### src/rtl/swi_rx_pkg.sv
package swi_rx_pkg;

  typedef enum logic [2:0] {
    ST_SLEEP,
    ST_GUARD,
    ST_IDLE,
    ST_LOW,
    ST_HIGH,
    ST_ERR
  } rx_state_e;

  function automatic int ns2cyc(int ns, int mhz);
    longint t;
    t = (longint'(ns) * longint'(mhz)) / 1000;
    return int'(t);
  endfunction

  function automatic int max2(int a, int b);
    return (a > b) ? a : b;
  endfunction

endpackage

### src/rtl/swi_glitch_filter.sv
module swi_glitch_filter #(
  parameter int FILT_CYC = 2
) (
  input  logic clk_i,
  input  logic rst_ni,
  input  logic d_i,
  output logic q_o
);
  localparam int CW = $clog2(FILT_CYC + 1);

  logic [1:0]    sync_q;
  logic [CW-1:0] cnt_q;

  // q_o follows only after FILT_CYC consecutive differing samples
  always_ff @(posedge clk_i or negedge rst_ni) begin
    if (!rst_ni) begin
      sync_q <= 2'b11;
      cnt_q  <= '0;
      q_o    <= 1'b1;
    end else begin
      sync_q <= {sync_q[0], d_i};
      if (sync_q[1] != q_o) begin
        if (cnt_q == CW'(FILT_CYC - 1)) begin
          q_o   <= sync_q[1];
          cnt_q <= '0;
        end else begin
          cnt_q <= cnt_q + 1'b1;
        end
      end else begin
        cnt_q <= '0;
      end
    end
  end
endmodule

### src/rtl/swi_word_shift.sv
module swi_word_shift #(
  parameter int WORD_W = 8
) (
  input  logic              clk_i,
  input  logic              rst_ni,
  input  logic              clr_i,
  input  logic              bit_vld_i,
  input  logic              bit_i,
  output logic [WORD_W-1:0] word_o,
  output logic              word_vld_o
);
  localparam int CW = $clog2(WORD_W);

  logic [WORD_W-1:0] sreg_q;
  logic [CW-1:0]     cnt_q;
  logic [WORD_W-1:0] sreg_nx;

  assign sreg_nx = {bit_i, sreg_q[WORD_W-1:1]};

  always_ff @(posedge clk_i or negedge rst_ni) begin
    if (!rst_ni) begin
      sreg_q     <= '0;
      cnt_q      <= '0;
      word_o     <= '0;
      word_vld_o <= 1'b0;
    end else begin
      word_vld_o <= 1'b0;
      if (clr_i) begin
        cnt_q <= '0;
      end else if (bit_vld_i) begin
        sreg_q <= sreg_nx;
        if (cnt_q == CW'(WORD_W - 1)) begin
          cnt_q      <= '0;
          word_o     <= sreg_nx;
          word_vld_o <= 1'b1;
        end else begin
          cnt_q <= cnt_q + 1'b1;
        end
      end
    end
  end
endmodule

### src/rtl/swi_token_rx.sv
module swi_token_rx
  import swi_rx_pkg::*;
#(
  parameter int CLK_MHZ      = 50,
  parameter int GLITCH_NS    = 45,
  parameter int START_MIN_NS = 4100,
  parameter int START_MAX_NS = 4560,
  parameter int DECIDE_NS    = 26000,
  parameter int WAKE_LO_NS   = 60000,
  parameter int WAKE_HI_NS   = 1000000,
  parameter int TIMEOUT_NS   = 10000000,
  parameter int WDOG_NS      = 500000000,
  parameter int WORD_W       = 8
) (
  input  logic              clk_i,
  input  logic              rst_ni,
  input  logic              line_i,
  output logic              awake_o,
  output logic [WORD_W-1:0] word_o,
  output logic              word_vld_o,
  output logic              frame_err_o
);
  localparam int GL_CYC        = (GLITCH_NS * CLK_MHZ + 999) / 1000 + 1;
  localparam int FILT_CYC      = max2(2, GL_CYC);
  localparam int START_MIN_CYC = ns2cyc(START_MIN_NS, CLK_MHZ);
  localparam int START_MAX_CYC = ns2cyc(START_MAX_NS, CLK_MHZ);
  localparam int DECIDE_CYC    = ns2cyc(DECIDE_NS, CLK_MHZ);
  localparam int WAKE_LO_CYC   = ns2cyc(WAKE_LO_NS, CLK_MHZ);
  localparam int WAKE_HI_CYC   = ns2cyc(WAKE_HI_NS, CLK_MHZ);
  localparam int TIMEOUT_CYC   = ns2cyc(TIMEOUT_NS, CLK_MHZ);
  localparam int WDOG_CYC      = ns2cyc(WDOG_NS, CLK_MHZ);

  localparam int PW_W  = $clog2(max2(max2(WAKE_LO_CYC, WAKE_HI_CYC), START_MAX_CYC) + 2);
  localparam int TOK_W = $clog2(DECIDE_CYC + 2);
  localparam int TO_W  = $clog2(TIMEOUT_CYC + 1);
  localparam int WD_W  = $clog2(WDOG_CYC + 1);

  localparam logic [PW_W-1:0]  START_MIN_C = PW_W'(START_MIN_CYC);
  localparam logic [PW_W-1:0]  START_MAX_C = PW_W'(START_MAX_CYC);
  localparam logic [PW_W-1:0]  WAKE_LO_C   = PW_W'(WAKE_LO_CYC - 1);
  localparam logic [PW_W-1:0]  WAKE_HI_C   = PW_W'(WAKE_HI_CYC - 1);
  localparam logic [TOK_W-1:0] DECIDE_C    = TOK_W'(DECIDE_CYC - 1);
  localparam logic [TO_W-1:0]  TIMEOUT_C   = TO_W'(TIMEOUT_CYC - 1);
  localparam logic [WD_W-1:0]  WDOG_C      = WD_W'(WDOG_CYC - 1);

  rx_state_e        state_q;
  logic             line_f;
  logic [PW_W-1:0]  pw_q;
  logic [TOK_W-1:0] tok_q;
  logic [TO_W-1:0]  to_q;
  logic [WD_W-1:0]  wd_q;
  logic             to_arm_q;
  logic             second_q;
  logic             bit_vld_q;
  logic             bit_val_q;
  logic             err_q;
  logic             force_sleep;

  swi_glitch_filter #(.FILT_CYC(FILT_CYC)) u_filt (
    .clk_i (clk_i),
    .rst_ni(rst_ni),
    .d_i   (line_i),
    .q_o   (line_f)
  );

  assign force_sleep = awake_o && ((to_arm_q && to_q == TIMEOUT_C) || wd_q == WDOG_C);

  always_ff @(posedge clk_i or negedge rst_ni) begin
    if (!rst_ni) begin
      state_q   <= ST_SLEEP;
      awake_o   <= 1'b0;
      pw_q      <= '0;
      tok_q     <= '0;
      to_q      <= '0;
      wd_q      <= '0;
      to_arm_q  <= 1'b0;
      second_q  <= 1'b0;
      bit_vld_q <= 1'b0;
      bit_val_q <= 1'b0;
      err_q     <= 1'b0;
    end else begin
      bit_vld_q <= 1'b0;
      err_q     <= 1'b0;
      if (awake_o) wd_q <= wd_q + 1'b1;
      if (to_arm_q) to_q <= to_q + 1'b1;
      if (force_sleep) begin
        state_q  <= ST_SLEEP;
        awake_o  <= 1'b0;
        to_arm_q <= 1'b0;
        pw_q     <= '0;
      end else begin
        unique case (state_q)
          ST_SLEEP: begin
            if (!line_f) begin
              if (pw_q == WAKE_LO_C) begin
                awake_o <= 1'b1;
                wd_q    <= '0;
                pw_q    <= '0;
                state_q <= ST_GUARD;
              end else begin
                pw_q <= pw_q + 1'b1;
              end
            end else begin
              pw_q <= '0;
            end
          end
          ST_GUARD: begin
            if (!line_f) begin
              pw_q <= '0;
            end else if (pw_q == WAKE_HI_C) begin
              pw_q    <= '0;
              state_q <= ST_IDLE;
            end else begin
              pw_q <= pw_q + 1'b1;
            end
          end
          ST_IDLE: begin
            if (!line_f) begin
              state_q  <= ST_LOW;
              pw_q     <= PW_W'(1);
              tok_q    <= TOK_W'(1);
              second_q <= 1'b0;
              if (!to_arm_q) begin
                to_arm_q <= 1'b1;
                to_q     <= '0;
              end
            end
          end
          ST_LOW: begin
            tok_q <= tok_q + 1'b1;
            if (!line_f) begin
              if (pw_q == START_MAX_C) begin
                err_q   <= 1'b1;
                state_q <= ST_ERR;
              end else begin
                pw_q <= pw_q + 1'b1;
              end
            end else if (pw_q < START_MIN_C) begin
              err_q   <= 1'b1;
              state_q <= ST_ERR;
            end else begin
              state_q <= ST_HIGH;
            end
          end
          ST_HIGH: begin
            tok_q <= tok_q + 1'b1;
            if (!line_f) begin
              if (second_q) begin
                err_q   <= 1'b1;
                state_q <= ST_ERR;
              end else begin
                second_q <= 1'b1;
                pw_q     <= PW_W'(1);
                state_q  <= ST_LOW;
              end
            end else if (tok_q >= DECIDE_C) begin
              bit_vld_q <= 1'b1;
              bit_val_q <= !second_q;
              to_arm_q  <= 1'b0;
              state_q   <= ST_IDLE;
            end
          end
          ST_ERR: begin
            if (line_f) state_q <= ST_IDLE;
          end
          default: state_q <= ST_SLEEP;
        endcase
      end
    end
  end

  assign frame_err_o = err_q;

  swi_word_shift #(.WORD_W(WORD_W)) u_shift (
    .clk_i     (clk_i),
    .rst_ni    (rst_ni),
    .clr_i     (err_q || !awake_o),
    .bit_vld_i (bit_vld_q),
    .bit_i     (bit_val_q),
    .word_o    (word_o),
    .word_vld_o(word_vld_o)
  );
endmodule

### config.mk
export PLATFORM = sky130hd
export DESIGN_NAME = swi_token_rx
export DESIGN_NICKNAME = d
export VERILOG_FILES = /design/src/rtl/swi_rx_pkg.sv /design/src/rtl/swi_glitch_filter.sv /design/src/rtl/swi_word_shift.sv /design/src/rtl/swi_token_rx.sv
export SDC_FILE = /design/constraint.sdc
export NUM_CORES = 1
export LEC_CHECK = 0
export BUFFER_PORTS_ARGS = -buffer_cell sky130_fd_sc_hd__clkbuf_2
export CAP_MARGIN = 20
export CORE_MARGIN = 2
export CORE_UTILIZATION = 50
export DETAILED_ROUTE_END_ITERATION = 8
export PLACE_DENSITY_LB_ADDON = 0.25
export SLEW_MARGIN = 20
export SYNTH_ARGS = -nofsm -noshare
export SYNTH_HDL_FRONTEND = slang
export SYNTH_SLANG_ARGS = --single-unit
### constraint.sdc
create_clock -name clk_i -period 3.3 [get_ports clk_i]
set_clock_uncertainty 0.1 [all_clocks]
set_input_delay 0.165 -clock clk_i [delete_from_list [all_inputs] [get_ports clk_i]]
set_output_delay 0.165 -clock clk_i [all_outputs]
set_load 0.02 [all_outputs]
## Yosys cells after proc, flatten, opt, wreduce, memory -nomap -nowiden

Cells that the tools add are included.
Widths: inputs -> output; s select.

| operators by class | value |
|---|---|
| add/sub/neg operators | 6 |
| magnitude comparators | 2 |
| equality and inequality tests | 30 |
| muxes and demuxes | 67 |
| bitwise logic cells | 2 |
| reduce and logical (&&, ||, !) cells | 25 |

Operators with widths:

| operator | count |
|---|---|
| $mux 16 | 10 |
| $mux 25 | 5 |
| $mux 19 | 5 |
| $pmux 16 s5 | 1 |
| $mux 3 | 17 |
| $ne 3x3->1 const B | 9 |
| $add 25x1->25 const B | 1 |
| $eq 25x25->1 const B | 1 |
| $mux 1 | 23 |
| $pmux 11 s2 | 1 |
| $add 19x1->19 const B | 1 |
| $eq 19x19->1 const B | 1 |
| $pmux 3 s6 | 1 |
| $add 16x1->16 const B | 1 |
| $eq 16x12->1 const B | 1 |
| $eq 16x16->1 const B | 1 |
| $eq 16x8->1 const B | 1 |
| $lt 16x8->1 const B | 1 |
| $reduce_and 4->1 | 3 |
| $add 11x1->11 const B | 1 |
| $ge 11x11->1 const B | 1 |
| $mux 11 | 1 |
| $reduce_bool 2->1 | 5 |
| $eq 3x2->1 const B | 3 |
| 21 further kinds | 37 |

| storage, ports and cells | value |
|---|---|
| bits in registers | 106 |
| bits of input ports | 3 |
| output and inout port bits | 11 |
| word-level logic and storage cells | 150 |

## Logic depth before layout (Yosys ltp)

Gate-level depths: netlist of the first run.

| depth | value |
|---|---|
| word-level depth | 6 |
| depth in mapped cells | 10 |
| gate-level depth less buffers | 8 |

## Cells and area by module

Synthesis of the first run repeated with hierarchy kept, for this count alone.

| unflattened totals | value |
|---|---|
| cells, all modules | 566 |
| area total of the unflattened synthesis | 5522.8 sq um |

By module, submodules not included:

| module | times used | cells each | area each (sq um) | seq. area each (sq um) |
|---|---|---|---|---|
| swi_token_rx | 1 | 505 | 4506.8 | 2001.9 |
| swi_word_shift | 1 | 48 | 795.8 | 475.5 |
| swi_glitch_filter | 1 | 13 | 220.2 | 153.9 |

## Worst setup path before layout of the first run

No wires, ideal clock.

| path | value |
|---|---|
| path type | register to register |
| start point | register to_q[7] |
| end point | register pw_q[12] |
| setup time | 0.121 ns |
| data arrival time | 2.285 ns |
| setup slack | 0.794 ns |
| stages on the path, launching flop included | 8 |
| cells stage by stage | dfrtp_1 -> or4b_1 -> or4_4 -> o22ai_4 -> a21oi_2 -> buf_2 -> a31o_1 -> a22o_1 |

| on the way | value |
|---|---|
| cells in the longest elaborated chain, start to end | 6 |
| elaborated cells on any way between the ends | 12 |
| those cells by class | 6 x eq/ne; 1 x mux; 5 x reduce/logical |

Ends and longest elaborated chain:

| element | line | source |
|---|---|---|
| start: declaration | swi_token_rx.sv:50 | `logic [TO_W-1:0] to_q;` |
| start signal: assignment | swi_token_rx.sv:85 | `if (to_arm_q) to_q <= to_q + 1'b1;` |
| $eq 19x19->1 * | swi_token_rx.sv:66 | `assign force_sleep = awake_o && ((to_arm_q && to_q == TIMEOUT_C) \|\| wd_q == WDOG_C);` |
| $logic_and 1x1->1 * | swi_token_rx.sv:66 |  |
| $logic_or 1x1->1 * | swi_token_rx.sv:66 |  |
| $logic_and 1x1->1 * | swi_token_rx.sv:66 |  |
| $ne 3x3->1 (no line) / $reduce_bool 6->1 (equally long branches) | - |  |
| $reduce_and 6->1 (no line) | - |  |
| end signal: assignment | swi_token_rx.sv:101 | `pw_q <= pw_q + 1'b1;` |
| end signal: assignment | swi_token_rx.sv:114 | `pw_q <= pw_q + 1'b1;` |
| end signal: assignment | swi_token_rx.sv:136 | `pw_q <= pw_q + 1'b1;` |
| end: declaration | swi_token_rx.sv:48 | `logic [PW_W-1:0] pw_q;` |

Every way passes the cells marked *; elsewhere a longest branch is shown, timed or not.
A chain may end at the register's enable or synchronous reset.

## Worst setup path after layout of the first run

| path | value |
|---|---|
| start point | register pw_q[14] |
| end point | register wd_q[21] |

| on the way | value |
|---|---|
| cells in the longest elaborated chain, start to end | 5 |

Ends and longest elaborated chain:

| element | line | source |
|---|---|---|
| $eq 16x12->1 | swi_token_rx.sv:95 | `if (pw_q == WAKE_LO_C) begin` |
| $mux 25 | swi_token_rx.sv:95 |  |
| $mux 25 | swi_token_rx.sv:94 | `if (!line_f) begin` |
| $mux 25 | swi_token_rx.sv:92 | `unique case (state_q)` |
| $mux 25 | swi_token_rx.sv:86 | `if (force_sleep) begin` |
| end signal: assignment | swi_token_rx.sv:84 | `if (awake_o) wd_q <= wd_q + 1'b1;` |
| end: declaration | swi_token_rx.sv:51 | `logic [WD_W-1:0] wd_q;` |

No other way between the ends.

==> metrics.md, run 1 <==
| Metric | Value |
|---|---|
| Dpl hpwl | 7660 um |
| Cells after synthesis | 608 |
| Total power | 3.44 mW |
| Std-Cell Rows | 38 |
| Post-route design area | 5940 um^2 |
| Clock root buffer master | clkbuf_8 |
| CP max stage delay | 0.82 ns |
| Worst Tran Pin Value | 0.895 ns |
| DRC errors left | 0 |
| Die Y | 110 um |
| # IOs | 14 |
| Cell leakage power | 2.75 nW |
| NumNets Final | 624 |
| Tmin final | 2.83 ns |
| RSZ-0062 raised after global routing | no |
| Pwr dens | 578 nW/um^2 |
| Avg Inst Size Synth | 9.18 um^2 |
| Buf/Inv on CP | 0 |
| Peak supply drop | 0.000389 V |
| Largest net degree at the start of global routing | 55 |
| I/O Buffers | 13 |
| Fmax | 354 MHz |
| Post-CTS resize count | 0 |
| Worst relative slew slack | 0.401 |
| Maxcap violations | 0 |
| Number of flops mapped to enable cells by yosys | 0 |
| GRT overflow | 0 |
| Post-Place Cell Area | 5740 um^2 |
| Routed Antenna Nets | 0 |
| Layout cells sized above 1 | 0.0794 |
| Total core area | 10,900 um^2 |
| Number of buffers created by CTS | 9 |
| Routability congestion estimate | 0.853 |
| Yosys reg bits | 105 |
| Synth Flop Type | dfrtp_1 |
| Wire per inst | 14.5 um |
| CP delay by family, top | simple AND/OR/NAND/NOR gates |
| Number of antenna diodes | 0 |
| CP Class | register to register |
| Status | finished clean |
| First DRT Iteration DRCs | 382 |
| Cell Area, Synth | 5580 um^2 |
| Post-synthesis async set-or-reset flop share | 1.00 |
| CP max-delay cell | and4_1 |
| Drt pass-1 iters | 7 |
| CP required | 3.44 ns |
| Fin crit share | 0.856 |
| Number of synthesis warnings | 0 |
| First-pass GRT wire length | 19,100 um |
| Die footprint | 12,000 um^2 |
| CP Data Arrival Time | 2.97 ns |
| CTS tree | built |
| Clock sink count | 105 |
| Initial Util | 0.513 |
| Clk_lat worst skew | 0.39 ns |
| Slew Limit Fails | 0 |
| Reg-to-reg startpoint | pw_q[14] |
| H-Tree Depth | 3 |
| Critical Path Start Type | register |
| Area Growth Syn to Fin | 6.39% |
| Fin Setup TNS | 0 ns |
| Total GRT Usage | 0.202 |
| CP max FO | 25 |
| Setup-failing EPs final | 0 |
| Vias | 4,387 |
| Most frequent cell on the critical path | or4_1 |
| Post-synth net total | 620 |
| Worst path cell trace | or4_1 -> or4_1 -> nor3_1 -> and4_1 -> nor2_1 |
| Initial antenna violation count | 0 |
| CP Capture Type | register |
| Die W | 110 um |
| Number of setup buffers added after CTS | 0 |
| Vias in the first global route | 4,031 |
| Distinct cells, synth | 62 |
| Worst setup path startpoint | pw_q[14] |
| Clock input transition at the sequential cells of the worst setup and hold paths | 0.11 ns |
| Clk buf depth | 2 |
| Final WL | 11,000 um |
| Hold Path Class | input port to async pin |
| Mean number of vias per cell | 5.80 |
| Final Hold Violating Endpoints | 0 |
| Register area share after synthesis | 0.471 |
kinds of logic after synthesis:
logic type | after synthesis | synth area share
flip-flops | 105 | 0.471
AND/OR/NAND/NOR | 304 | 0.270
multiplexers | 13 | 0.0235
adder cells (fa/ha/maj) | 9 | 0.0202
XOR/XNOR | 43 | 0.0674
buffers and inverters | 46 | 0.0379
AO/OA/AOI/OAI | 88 | 0.110
worst paths after layout:
| path | slack, ns | depth (start not counted) | to |
|---|---|---|---|
| worst min-delay path | 0.23 | 2 | wd_q[17] |
| worst min register to register | 0.27 | 0 | u_filt.sync_q[1] |
| max in group asynchronous | 2.14 | 3 | pw_q[1] |
| worst max-delay path | 0.47 | 5 | wd_q[21] |
| min in group clk_i | 0.27 | 0 | u_filt.sync_q[1] |
| worst max register to register | 0.47 | 5 | wd_q[21] |
layout make-up:
class / instances / area (um^2)
Inverter: 19 / 71.3
Tap cell: 140 / 175
Multi-Input combinational cell: 457 / 2740
Timing Repair Buffer: 20 / 138
Clock inverter: 7 / 60.1
Fill cell: 992 / 4950
Sequential cell: 105 / 2630
Clock buffer: 9 / 124
cell usage in the layout (no fill, tap or decap), drive strengths merged, types with 5 or more instances in the layout:
master	instances
dfrtp	102
nand2	87
nor2	82
nand3	33
xnor2	23
inv	22
o21ai	21
clkbuf	21
xor2	20
a21oi	17
and3	16
nand4	15
mux2i	12
nor3	11
nand2b	9
a31oi	9
ha	9
nand4b	7
nand3b	7
a22o	7
buf	6
a31o	6
o31ai	5
or4	5
where the power goes:
group          switching, mW  internal, mW  total (mW)
clock                  0.476         0.289       0.766
sequential             0.192          1.41        1.60
combinational          0.630         0.440        1.07
total                   1.30          2.14        3.44
registers in the layout, summed over array words and instances (netlist names), 2 cells and up:
signal,cells
pw_q,16
state_q,3
to_q,19
tok_q,11
u_filt.cnt_q,3
u_filt.sync_q,2
u_shift.cnt_q,3
u_shift.sreg_q,7
u_shift.word_o,8
wd_q,25
what timing repair did:
| action | CTS | global route |
|---|---|---|
| hold buffers | 2 | 0 |
| endpoints found under the hold margin | 51 | 0 |
| endpoints found under the setup margin | 0 | 0 |
cell usage after synthesis (all sizes together) (4+ instances only):
library cell | instances | area share
dfrtp | 102 | 0.46
nand2 | 87 | 0.058
nor2 | 82 | 0.056
nand3 | 33 | 0.030
xnor2 | 23 | 0.036
o21ai | 21 | 0.019
xor2 | 20 | 0.031
inv | 18 | 0.012
a21oi | 17 | 0.018
and3 | 16 | 0.018
nand4 | 15 | 0.017
buf | 14 | 0.016
clkbuf | 13 | 0.0087
mux2i | 12 | 0.022
nor3 | 11 | 0.0099
a31oi | 9 | 0.010
ha | 9 | 0.020
nand2b | 9 | 0.010
a22o | 7 | 0.011
nand3b | 7 | 0.0094
nand4b | 7 | 0.011
a31o | 6 | 0.0094
o31ai | 5 | 0.0067
or4 | 5 | 0.0081
and2 | 4 | 0.0045
and4 | 4 | 0.0063
nor2b | 4 | 0.0045
nor4 | 4 | 0.0045
per-layer routing:
metal / wire length, um / track usage / vias up
met4: 124 / 0.0579 / 0
met2: 5050 / 0.314 / 86
met3: 424 / 0.0563 / 10
li1: - / - / 2123
met1: 5370 / 0.277 / 2168
met5: 0 / 0 / -
per-stage QoR:
step / util / instances / hold slack [ns] / setup WS (ns)
2_1_floorplan: - / 608 / -0.231 / 0.794
4_1_cts: 0.546 / 757 / 0.256 / 0.451
6_report: 0.546 / 757 / 0.234 / 0.475
5_1_grt: 0.546 / 757 / 0.272 / 0.159
3_3_place_gp: 0.527 / 739 / 0.148 / 0.525
3_5_place_dp: 0.527 / 739 / 0.148 / 0.446
No activity file was read; power rests on OpenSTA's default activity.
==> inputs of run 2 (changes only) <==
- clock period: 3.3 -> 2.7 ns (I/O delays scaled with it)
==> run 2 against run 1 <==
  * Flip-flop and latch count unchanged
  * Total power is 29% higher
  * Combinational power increased by 42%
==> metrics.md, run 2 (synthesis results as in run 1) <==
| Metric | Value |
|---|---|
| Status | finished clean |
| Clk_lat worst skew | 0.39 ns |
| Wire length on met3 | 541 um |
| Setup-failing EPs final | 0 |
| I/O Buffers | 13 |
| Maxcap violations | 0 |
| Die W | 110 um |
| Die footprint | 12,000 um^2 |
| Layout cells sized above 1 | 0.136 |
| Pwr dens | 711 nW/um^2 |
| Initial antenna violation count | 0 |
| Setup slack at placement | 0.0166 ns |
| Area Growth Syn to Fin | 12.0% |
| Worst Tran Pin Value | 0.757 ns |
| Slew Limit Fails | 0 |
| CP Class | register to register |
| Most frequent cells in the layout | dfrtp_1, nand2_1, nor2_1 |
| H-Tree Depth | 3 |
| Total GRT Usage | 0.205 |
| Number of antenna diodes | 0 |
| Wire per inst | 14.9 um |
| Peak supply drop | 0.000471 V |
| Worst Setup EP | pw_q[3] |
| Most common cell after layout, fill and taps aside | dfrtp_1 |
| Std-Cell Rows | 38 |
| Hold Slack | 0.257 ns |
| CP Capture Type | register |
| Fin Setup TNS | 0 ns |
| CP max FO | 5 |
| # IOs | 14 |
| Total core area | 10,900 um^2 |
| Clk buf depth | 2 |
| Fmax | 380 MHz |
| Worst reg2reg path endpoint | pw_q[3] |
| Mean number of vias per cell | 5.70 |
| DRC errors left | 0 |
| Routed Antenna Nets | 0 |
| Routed length on met2 | 5640 um |
| R2R Setup Slk | 0.07 ns |
| Clock root buffer master | clkbuf_8 |
| Hold Path Class | input port to async pin |
| Largest net degree at the start of global routing | 62 |
| Largest register FFs | 25 |
| Routability congestion estimate | 0.871 |
| CTS tree | built |
| Largest registers | wd_q: 25 flops, to_q: 19 flops, pw_q: 16 flops |
| CP required | 2.88 ns |
| Tmin final | 2.63 ns |
| First-pass GRT wire length | 19,600 um |
| Clock input transition at the sequential cells of the worst setup and hold paths | 0.11 ns |
| Top reg by flops | wd_q |
| Metal-1 WL | 5380 um |
| GRT overflow | 0 |
| Cell leakage power | 2.92 nW |
| Fin crit share | 0.976 |
| Worst setup path startpoint | to_q[11] |
| First DRT Iteration DRCs | 450 |
| Reg2reg path depth | 7 |
| Initial Util | 0.513 |
| Critical Path Start Type | register |
| CP Data Arrival Time | 2.81 ns |
| Clock sink count | 105 |
| Die Y | 110 um |
| NumNets Final | 656 |
| Drt pass-1 iters | 5 |
| Final Hold Violating Endpoints | 0 |
| Dpl hpwl | 8070 um |
| Final WL | 11,700 um |
| Number of buffers created by CTS | 9 |
| Uppermost layer routed | met4 |
| Vias in the first global route | 4,258 |
| Vias | 4,495 |
| Worst relative slew slack | 0.495 |
| Final worst slack | 0.0657 ns |
| Reg-to-reg startpoint | to_q[11] |
==> run 2: cell count changes in the layout (fill, tap and decap cells not counted), moves of 2 or more <==
cell,delta
buf_4,+29
clkinv_4,-2
inv_8,+2
nor2_1,-2
nor2_2,+2
==> run 2: final cells by class <==
| cell class | count | area, um^2 |
|---|---|---|
| clock buffers | 9 | 124 |
| clock inverters | 7 | 75.1 |
| fillers | 944 | 4640 |
| inverters | 19 | 71.3 |
| multi-input cells | 458 | 2790 |
| flip-flops and latches | 105 | 2630 |
| well taps | 140 | 175 |
| repair buffers | 51 | 387 |
==> run 2: power by group <==
part / switching (mW) / total [mW] / internal (mW)
logic: 0.848 / 1.52 / 0.676
registers: 0.209 / 1.93 / 1.72
clock network: 0.619 / 0.993 / 0.374
total: 1.68 / 4.45 / 2.77
==> run 2: metrics by stage <==
step                utilization  cell area (um^2)  instances  total power [mW]
finish                    0.574              6250        789              4.45
global route              0.574              6250        789              4.74
CTS                       0.565              6150        780              4.44
detailed placement        0.544              5920        762              3.42
global placement          0.544              5920        762              3.35
floorplan                     -              5580        608              3.04
==> run 2: timing repair <==
item,4_1_cts,5_1_grt
pin swaps,0,2
cloned,0,1
buffers inserted,0,8
hold buffers,2,0
gates resized for setup,2,8
endpoints found under the hold margin,60,0
setup endpoints to repair,1,33
==> run 2: how the worst min path moves through the flow <==
stage / startpoint / end
detailed placement: line_i / u_filt.sync_q[0]
global route: line_i / u_filt.sync_q[0]
finish: rst_ni / wd_q[12]
global placement: line_i / u_filt.sync_q[0]
floorplan: rst_ni / awake_o
CTS: line_i / u_filt.sync_q[0]
==> run 2: per-layer routing <==
metal,vias to the layer above,track usage
met5,-,0
met4,0,0.0633
met3,19,0.0451
met2,105,0.338
met1,2180,0.271
li1,2191,-
==> run 2: worst max-delay path: stages (launching register included) <==
cell	delay, ns
dfrtp_1	0.42
or4b_1	0.50
or4_4	0.58
o22ai_4	0.19
buf_4	0.19
a21oi_4	0.09
a31o_2	0.23
a22o_1	0.23
==> inputs of run 3 (changes only) <==
- clock period: 2.7 -> 2.4 ns (I/O delays scaled with it)
==> run 3 against run 2 <==
  * The run now ends with negative setup slack left
  * Worst setup slack got worse by 0.22 ns
  * Sequential share of layout area fell by 3.9 points
  * Final cell count increased by 5.8%
  * Die area did not move
  * Total power is 32% higher
  * Critical endpoint unchanged
  * Largest cell class unchanged
  * Largest power group is now combinational logic
==> metrics.md, run 3 (synthesis results as in run 1) <==
| Metric | Value |
|---|---|
| Status | finished with violations |
| Failing checks | negative setup slack |
| Final Util | 0.632 |
| Largest registers | wd_q: 25 flops, to_q: 19 flops, pw_q: 16 flops |
| First DRT Iteration DRCs | 391 |
| Tmin final | 2.56 ns |
| Largest register FFs | 25 |
| H-Tree Depth | 3 |
| R2R Setup Slk | -0.16 ns |
| Vias | 4,704 |
| CP Data Arrival Time | 2.73 ns |
| Fin crit share | 1.07 |
| Number of buffers created by CTS | 9 |
| Die W | 110 um |
| Die footprint | 12,000 um^2 |
| Setup-failing EPs final | 44 |
| Wire per inst | 15.1 um |
| Most common cell after layout, fill and taps aside | dfrtp_1 |
| Peak supply drop | 0.000574 V |
| Hold Slack | 0.0891 ns |
| Largest net degree at the start of global routing | 56 |
| Vias in the first global route | 4,572 |
| Total core area | 10,900 um^2 |
| Number of antenna diodes | 0 |
| Fmax | 391 MHz |
| Worst path cell trace | or4b_1 -> or4_4 -> o22ai_4 -> a21oi_4 -> a31o_2 -> a22o_1 |
| Std-Cell Rows | 38 |
| Worst reg2reg path endpoint | pw_q[3] |
| CP max stage delay | 0.58 ns |
| First-pass GRT wire length | 21,100 um |
| CP max FO | 8 |
| CP Class | register to register |
| Dpl hpwl | 8790 um |
| CP max-delay cell | or4_4 |
| Final Hold Violating Endpoints | 0 |
| Final WL | 12,600 um |
| Mean number of vias per cell | 5.63 |
| Layout cells sized above 1 | 0.227 |
| Buf/Inv on CP | 0 |
| RSZ-0062 raised after global routing | yes |
| Cell leakage power | 3.21 nW |
| # IOs | 14 |
| CP required | 2.57 ns |
| Top reg by flops | wd_q |
| Area Growth Syn to Fin | 23.3% |
| Slew Limit Fails | 0 |
| Setup slack at placement | -0.199 ns |
| I/O Buffers | 13 |
| Die Y | 110 um |
| Initial Util | 0.513 |
| Most frequent cells in the layout | dfrtp_1, nand2_1, nor2_1 |
| DRC errors left | 0 |
| Pwr dens | 851 nW/um^2 |
| CP delay by family, top | simple AND/OR/NAND/NOR gates |
| Clock root buffer master | clkbuf_8 |
| Critical Path Start Type | register |
| Reg-to-reg startpoint | to_q[12] |
| Clock input transition at the sequential cells of the worst setup and hold paths | 0.10 ns |
| NumNets Final | 702 |
| Clk buf depth | 2 |
| GRT overflow | 0 |
| CP Capture Type | register |
| Total GRT Usage | 0.222 |
| Worst relative slew slack | 0.566 |
| CTS tree | built |
| Worst Setup EP | pw_q[3] |
| Routed Antenna Nets | 0 |
| Clk_lat worst skew | 0.38 ns |
| Maxcap violations | 0 |
| Final worst slack | -0.158 ns |
| Stages on the worst setup path | 6 |
| Drt pass-1 iters | 5 |
| Initial antenna violation count | 0 |
| Worst Tran Pin Value | 0.644 ns |
| Hold Path Class | input port to async pin |
| Routability congestion estimate | 0.856 |
| Reg2reg path depth | 6 |
| Worst setup path startpoint | to_q[12] |
| Clock sink count | 105 |
[run 3: changes by cell type in the layout (fill, tap and decap cells not counted), moves of 3 or more]
| cell | previous run | this run |
|---|---|---|
| nor2_4 | 0 | 3 |
| bufinv_16 | 0 | 4 |
| a31oi_2 | 0 | 3 |
| a31oi_1 | 9 | 5 |
| buf_6 | 1 | 9 |
| inv_8 | 3 | 0 |
| buf_4 | 34 | 69 |
| nor2_1 | 79 | 76 |
| o21ai_0 | 20 | 16 |
[run 3: cell type report]
cell class,instances,area [um^2]
clock inverters,6,130
multi-input cells,458,2940
flip-flops and latches,105,2630
well taps,140,175
fillers,866,4000
repair buffers,97,805
clock buffers,10,128
inverters,19,71.3
[run 3: per-stage QoR]
step	power (mW)	cell area (um^2)	instances	setup TNS, ns
finish	5.86	6890	835	-3.82
global route	6.22	6890	835	-9.20
CTS	5.65	6670	827	-3.69
detailed placement	4.12	6280	805	-4.09
global placement	4.05	6280	805	-3.48
floorplan	3.46	5620	608	-0.765
[run 3: repair_timing]
item,CTS,global route
buffers inserted,4,7
resized for setup,13,36
cloned,0,2
hold buffers,2,0
endpoints found under the hold margin,103,0
setup endpoints to repair,69,77
pin swaps,10,40
[run 3: layer usage]
| metal | vias up | GRT usage | wire length, um |
|---|---|---|---|
| met2 | 92 | 0.365 | 6160 |
| met1 | 2303 | 0.293 | 5770 |
| met4 | 0 | 0.0949 | 238 |
| met3 | 20 | 0.0314 | 437 |
| met5 | - | 0 | 0 |
| li1 | 2289 | - | - |
[run 3: report_power, final]
part	internal [mW]	leakage, nW	switching (mW)
clock network	0.795	0.130	0.607
logic	1.14	1.65	1.17
registers	1.94	1.42	0.205
[run 3: how the worst min path moves through the flow]
| stage | from | end | slack (ns) | cells after the start |
|---|---|---|---|---|
| 3_5_place_dp | rst_ni | wd_q[20] | -0.05 | 1 |
| 4_1_cts | rst_ni | wd_q[11] | 0.08 | 2 |
| 6_report | rst_ni | wd_q[11] | 0.09 | 2 |
| 3_3_place_gp | rst_ni | wd_q[20] | -0.05 | 1 |
| 2_1_floorplan | rst_ni | awake_o | -0.28 | 0 |
| 5_1_grt | rst_ni | wd_q[11] | 0.12 | 2 |
[run 3: worst reg2reg max path, stage by stage (launching register included)]
cell	delay (ns)
dfrtp_1	0.38
or4b_1	0.51
or4_4	0.58
o22ai_4	0.30
a21oi_4	0.14
a31o_2	0.23
a22o_1	0.21
